===== src/rtl/tuple_isect.sv =====
module tuple_isect #(
  parameter int FW = 8,
  parameter int NF = 4,
  parameter int N  = 4,
  parameter int IW = $clog2(N)
) (
  input  logic            clk,
  input  logic            rst,
  input  logic            a_valid,
  input  logic [IW-1:0]   a_idx,
  input  logic [NF*FW-1:0] a_rec,
  input  logic            b_valid,
  input  logic [NF*FW-1:0] b_rec,
  output logic            res_valid,
  output logic [IW-1:0]   res_idx,
  output logic            res_hit
);
  localparam int ROWS = 2 * N - 1;

  logic phase;
  logic take_a, take_b;
  logic v0a [ROWS];
  logic v0b [ROWS];
  logic sk_va [NF-1];
  logic [IW-1:0] sk_idx [NF-1];
  logic va_l [ROWS];
  logic hit_l [ROWS];
  logic [IW-1:0] idx_l [ROWS];

  assign take_a = a_valid & ~phase;
  assign take_b = b_valid & ~phase;

  for (genvar f = 0; f < NF; f++) begin : col
    logic [FW-1:0] ina, inb;
    logic [FW-1:0] ar [ROWS];
    logic [FW-1:0] br [ROWS];
    logic tin  [ROWS];
    logic tout [ROWS];

    if (f == 0) begin : g_in
      assign ina = a_rec[FW-1:0];
      assign inb = b_rec[FW-1:0];
      always_comb
        for (int r = 0; r < ROWS; r++) tin[r] = v0a[r] & v0b[r];
    end else begin : g_in
      logic [FW-1:0] da [f];
      logic [FW-1:0] db [f];
      always_ff @(posedge clk) begin
        da[0] <= a_rec[f*FW +: FW];
        db[0] <= b_rec[f*FW +: FW];
        for (int k = 1; k < f; k++) begin
          da[k] <= da[k-1];
          db[k] <= db[k-1];
        end
      end
      assign ina = da[f-1];
      assign inb = db[f-1];
      always_comb
        for (int r = 0; r < ROWS; r++) tin[r] = col[f-1].g_m.m[r];
    end

    always_ff @(posedge clk) begin
      ar[0]      <= ina;
      br[ROWS-1] <= inb;
      for (int r = 1; r < ROWS; r++) ar[r] <= ar[r-1];
      for (int r = 0; r < ROWS - 1; r++) br[r] <= br[r+1];
    end

    always_comb
      for (int r = 0; r < ROWS; r++) tout[r] = tin[r] & (ar[r] == br[r]);

    if (f < NF - 1) begin : g_m
      logic m [ROWS];
      always_ff @(posedge clk)
        for (int r = 0; r < ROWS; r++) m[r] <= rst ? 1'b0 : tout[r];
    end
  end

  always_ff @(posedge clk) begin
    if (rst) begin
      phase <= 1'b0;
      for (int r = 0; r < ROWS; r++) begin
        v0a[r] <= 1'b0; v0b[r] <= 1'b0; va_l[r] <= 1'b0; hit_l[r] <= 1'b0;
      end
      for (int k = 0; k < NF - 1; k++) sk_va[k] <= 1'b0;
    end else begin
      phase <= ~phase;
      v0a[0]      <= take_a;
      v0b[ROWS-1] <= take_b;
      for (int r = 1; r < ROWS; r++) v0a[r] <= v0a[r-1];
      for (int r = 0; r < ROWS - 1; r++) v0b[r] <= v0b[r+1];
      sk_va[0] <= take_a;
      for (int k = 1; k < NF - 1; k++) sk_va[k] <= sk_va[k-1];
      va_l[0]  <= sk_va[NF-2];
      hit_l[0] <= 1'b0;
      for (int r = 1; r < ROWS; r++) begin
        va_l[r]  <= va_l[r-1];
        hit_l[r] <= hit_l[r-1] | col[NF-1].tout[r-1];
      end
    end
  end

  always_ff @(posedge clk) begin
    sk_idx[0] <= a_idx;
    for (int k = 1; k < NF - 1; k++) sk_idx[k] <= sk_idx[k-1];
    idx_l[0] <= sk_idx[NF-2];
    for (int r = 1; r < ROWS; r++) idx_l[r] <= idx_l[r-1];
  end

  assign res_valid = va_l[ROWS-1];
  assign res_idx   = idx_l[ROWS-1];
  assign res_hit   = hit_l[ROWS-1] | col[NF-1].tout[ROWS-1];

  a_r7_offslot_ignored: assert property (@(posedge clk) disable iff (rst)
    phase |=> (!v0a[0] && !v0b[ROWS-1]));

  a_r9_result_spacing: assert property (@(posedge clk) disable iff (rst)
    res_valid |=> !res_valid);

  a_r5_hit_needs_valid: assert property (@(posedge clk) disable iff (rst)
    res_hit |-> res_valid);

  for (genvar r = 0; r < ROWS - 1; r++) begin : g_chk
    a_r4_no_passby: assert property (@(posedge clk) disable iff (rst)
      !(v0a[r] && v0b[r+1]));
  end
endmodule


===== config.mk =====
export PLATFORM = sky130hd
export DESIGN_NAME = tuple_isect
export DESIGN_NICKNAME = d
export VERILOG_FILES = /design/src/rtl/tuple_isect.sv
export SDC_FILE = /design/constraint.sdc
export NUM_CORES = 1
export LEC_CHECK = 0
export BUFFER_PORTS_ARGS = -buffer_cell sky130_fd_sc_hd__buf_2
export CAP_MARGIN = 30
export CORE_MARGIN = 4
export CORE_UTILIZATION = 52
export DETAILED_ROUTE_END_ITERATION = 16
export GPL_TIMING_DRIVEN = 0
export HOLD_SLACK_MARGIN = 0.02
export PLACE_DENSITY = 0.75
export SYNTH_ARGS = -nofsm -noshare
export SYNTH_HDL_FRONTEND = slang
export SYNTH_SLANG_ARGS = --single-unit

===== constraint.sdc =====
create_clock -name clk -period 1.1 [get_ports clk]
set_input_delay 0.11 -clock clk [delete_from_list [all_inputs] [get_ports clk]]
set_output_delay 0.11 -clock clk [all_outputs]
set_load 0.005 [all_outputs]

Word level (Yosys, flattened, before mapping)
Memories as Yosys holds them, arrays and structs flattened.
Index checks and enable logic that the tools add are counted.
{"block": "word_totals", "ramBits": 616, "latchBits": 0, "output_inout_bits": 4, "rom_bits": 0, "wordCells": 184, "mem_count": 24, "reg_bits": 1, "in_bits": 70}
{"block": "op_classes", "eq_ne": 28, "n_div": 0, "n_mux": 55, "add_sub_neg": 0, "multipliers": 0, "bitwise": 76, "n_reduce_logical": 0, "shifts": 0, "order_cmp": 0}
{"memory": "col[0].ar", "depth": 7, "word_bits": 8, "read_ports": 7, "rd_ports_with_merged_regs": 0, "wr": 7, "line": "35", "rtl": "logic [FW-1:0] ar [ROWS];"}
{"memory": "col[0].br", "depth": 7, "word_bits": 8, "read_ports": 7, "rd_ports_with_merged_regs": 0, "wr": 7, "line": "36", "rtl": "logic [FW-1:0] br [ROWS];"}
{"memory": "col[1].ar", "depth": 7, "word_bits": 8, "read_ports": 7, "rd_ports_with_merged_regs": 0, "wr": 7, "line": "35"}
{"memory": "col[1].br", "depth": 7, "word_bits": 8, "read_ports": 7, "rd_ports_with_merged_regs": 0, "wr": 7, "line": "36"}
{"memory": "col[2].ar", "depth": 7, "word_bits": 8, "read_ports": 7, "rd_ports_with_merged_regs": 0, "wr": 7, "line": "35"}
{"memory": "col[2].br", "depth": 7, "word_bits": 8, "read_ports": 7, "rd_ports_with_merged_regs": 0, "wr": 7, "line": "36"}
{"memory": "+18 memories"}
{"cell": "== test 8 bit", "n": 28}
{"cell": "two-way mux 1 bit", "n": 55}
{"cell": "OR 1 bit", "n": 38}
{"cell": "bitwise AND 1 bit", "n": 37}
{"cell": "inverter 1 bit", "n": 1}

Logic depth before layout (Yosys ltp)
{"block": "depth", "depth_word": 4, "depth_mapped": 4, "ltp_nobuf": 4}

Worst setup path before layout
OpenSTA, ideal clock, no wires.
{"block": "synth_path", "kind": "reg-to-reg", "from": "memory col[1].br[4][3]", "to": "memory col[1].g_m.m[4]", "setup_slack_ns": -0.036, "arrival_time_ns": 1.049, "required_time_ns": 1.013, "path_stages_with_launch": 5, "setup_ns": 0.087, "path_cell_list": "dfxtp_1 xor2_1 nor4_2 nand4_1 nor4b_2"}
{"item": "start, declared", "line": "36"}
{"item": "end, declared", "line": "73", "rtl": "logic m [ROWS];"}

==> flow_summary.toml <==
[run_status]
status = "finished with violations"
violations = "negative setup slack"

[yosys]
syn_nets = 1036
synth_top_area_share_pct = 80.88
synth_mux_area_share_pct = 0
synth_xor_area_share_pct = 12.49
avgSynthCellArea_um2 = 15.60
synthCells = 966
synth.area.top_cells = "dfxtp_1 (81%), xnor2_1 (6.3%), xor2_1 (6.2%)"
ys_warn_count = 0
synth_top_area_cell = "dfxtp_1"
yosysSeqAreaShare_pct = 80.88
ys_types = 20
synth_adder_area_share_pct = 0
synth_compound_area_share_pct = 0.5977
synthSimpleGateAreaFrac_pct = 5.553
synth_top_family_by_area = "XOR/XNOR gates"
synthesis.area_um2 = 15070
ys_seq_elements = 609

[drt]
totalWireLength_um = 23940
first_pass_iters = 4
via_per_inst = 4.361
num_vias = 6977
drtIter0Drc = 257
ant_nets = 0
drc = 0
wl_per_cell_um = 14.96

[clock_tree]
clk_pin_slew_worst_paths_ns = 0.06
cts_tree = "done"
clock_latency_ns = 0.57
cts_max_level = 2
cts_buffers = 54
cts_buffer_depth = 3
cts.sinks = 609
root_buffer = "clkbuf_16"

[power_and_ir_drop]
p_seq_share_pct = 53.9
power_frac_comb_pct = 2.9
total_power_mw = 44.29
clockPowerShare_pct = 43.2
switching_share_pct = 20.20
powerDensity_nw_per_um2 = 2360
p_sw_mw = 8.946
p_leak_nw = 7.550
ir_drop_mv = 1.670
internal_power_mw = 35.34

[cells_and_area]
antenna_cells = 0
num-fill-cells = 1904
utilization_pct = 65.55
seqCellArea_um2 = 12250
drive_above_1_share_pct = 21.22
stdcell_count = 1600
area_delta_synth_final_pct = 24.49
final_area_um2 = 18760
multi_input_area_um2 = 2980
layout.nets = 1241

[global_route]
track_usage_pct = 15.28
antenna_found_initial = 0
overflow = 0
grt_pass1_wl_um = 38280
grt_pass1_vias = 7595
grt_max_degree = 16

[place]
place_area_um2 = 15920
pre_cts_ws_ns = -0.5550
gp_congestion = 0.7321
dp.cells = 1423
port-buffer-count = 73
dp_hpwl_um = 14530

[timing]
final-hold-violation-count = 0
tightest_slew_ns = 0.5476
rsz0062_at_grt = "yes"
min_period_over_period_pct = 162.2
setup_tns_ns = -4.058
setup_slack_ns = -0.6842
worst_hold_slack_ns = 0.05297
fmax_mhz = 560.5
setup_viol = 23
clock_skew_ns = 0.01636
slew_headroom_pct = 63.49
finalMaxSlewViolations = 0
post-route-min-period_ns = 1.784

[critical_path]
r2r_setup_slack_ns = -0.27
critical_path_class = "reg2out"
r2r_start = "col[1].br[1][2]$_DFF_P_"
arrival_ns = 1.67
crit_start = "col[3].br[6][4]$_DFF_P_"
crit_required_ns = 0.99
critPathMaxFanout = 2
cp-start-kind = "flop"
endpoint_kind = "output pin"

[floorplanning]
pin_count = 74
die_w_um = 178.3
die_area_um2 = 31770
start_util_pct = 52.66
die_h_um = 178.3
coreArea_um2 = 28630
std_cell_rows = 62

[job]
cap_violations = 0

[hold_path]
hp-start = "rst"
hold_class = "in2reg"
[power by group through the flow]
stage	clock network (mW)	logic (mW)	registers (mW)
floorplan	0	0.715	24.1
global placement	0	0.961	24.3
detailed placement	0	0.979	24.3
CTS	19.5	1.26	23.9
global route	20.4	1.41	24.0
finish	19.1	1.29	23.9
[area by class of cell]
type	instances	share of cell area, %
Sequential cell	609	65.27
Clock inverter	19	1.367
Timing Repair Buffer	149	5.921
Multi-Input combinational cell	339	15.88
Tap cell	384	2.561
Inverter	14	0.2801
Clock buffer	82	8.615
Buffer	4	0.1000
[layout by cell type, fill, tap and decap left out, drive strengths merged, types with 3 or more instances in the layout]
cell | Yosys | final
nor3 | 6 | 6
nand3 | 18 | 18
a222oi | 3 | 3
clkbuf | 1 | 83
xor2 | 107 | 107
inv | 14 | 19
nor4 | 25 | 25
o22ai | 8 | 8
clkinv | 0 | 8
nor2b | 18 | 18
dfxtp | 609 | 609
nand2b | 3 | 3
buf | 3 | 82
xnor2 | 108 | 108
bufinv | 0 | 5
nand4b | 8 | 8
nor4b | 12 | 12
dlygate4sd3 | 0 | 70
nand4 | 19 | 19
[worst max-delay path: stages, from the launching register on]
cell     delay, ns
dfxtp_2       0.32
xor2_1        0.16
nor4_1        0.29
a41o_1        0.23
buf_2         0.12
[flip-flops by register name (all words and copies together) (netlist names), 2 cells and up]
name and cells:
col.g_in.da 48, idx_l 14, col.g_in.db 48, hit_l 6, sk_idx 6, col.br 224, col.g_m.m 21, col.ar 224
v0b 7, va_l 7, sk_va 2
[worst paths after layout]
path	endpoint	cells after the start
setup / recovery	res_hit	4
hold / removal	col[2].g_m.m[6]$_SDFF_PP0_	4
setup reg to reg	col[1].g_m.m[1]$_SDFF_PP0_	4
hold reg to reg	col[2].ar[0][7]$_DFF_P_	0
[logic make-up after synthesis]
kind of cell,Yosys count
buf+inv,18
compound gates,12
flops,609
simple gates,112
xor+xnor,215
[layer usage]
layer	part of all wire (%)	vias up	GRT usage [%]
li1	-	3539	-
met1	44	3278	19.21
met2	50	113	26.41
met3	3.2	47	2.904
met4	2.7	0	5.532
met5	0	-	0
[timing repair]
item                                   CTS  global route
pin swaps                               29            26
endpoints found under the hold margin   70             0
resized for setup                       49            24
setup buffers                            4             2
hold buffers                            70             0
setup endpoints to repair               25            28
[cell usage after synthesis]
cell,instances
a222oi_1,3
a41o_1,1
and2_1,2
buf_2,3
clkbuf_1,1
dfxtp_1,609
inv_1,14
nand2b_1,3
nand3_1,18
nand4_1,19
nand4b_1,8
nor2_1,1
nor2b_1,18
nor3_1,6
nor4_1,18
nor4_2,7
nor4b_2,12
o22ai_1,8
xnor2_1,108
xor2_1,107
Note: power is estimated with default switching activity, not from simulation.
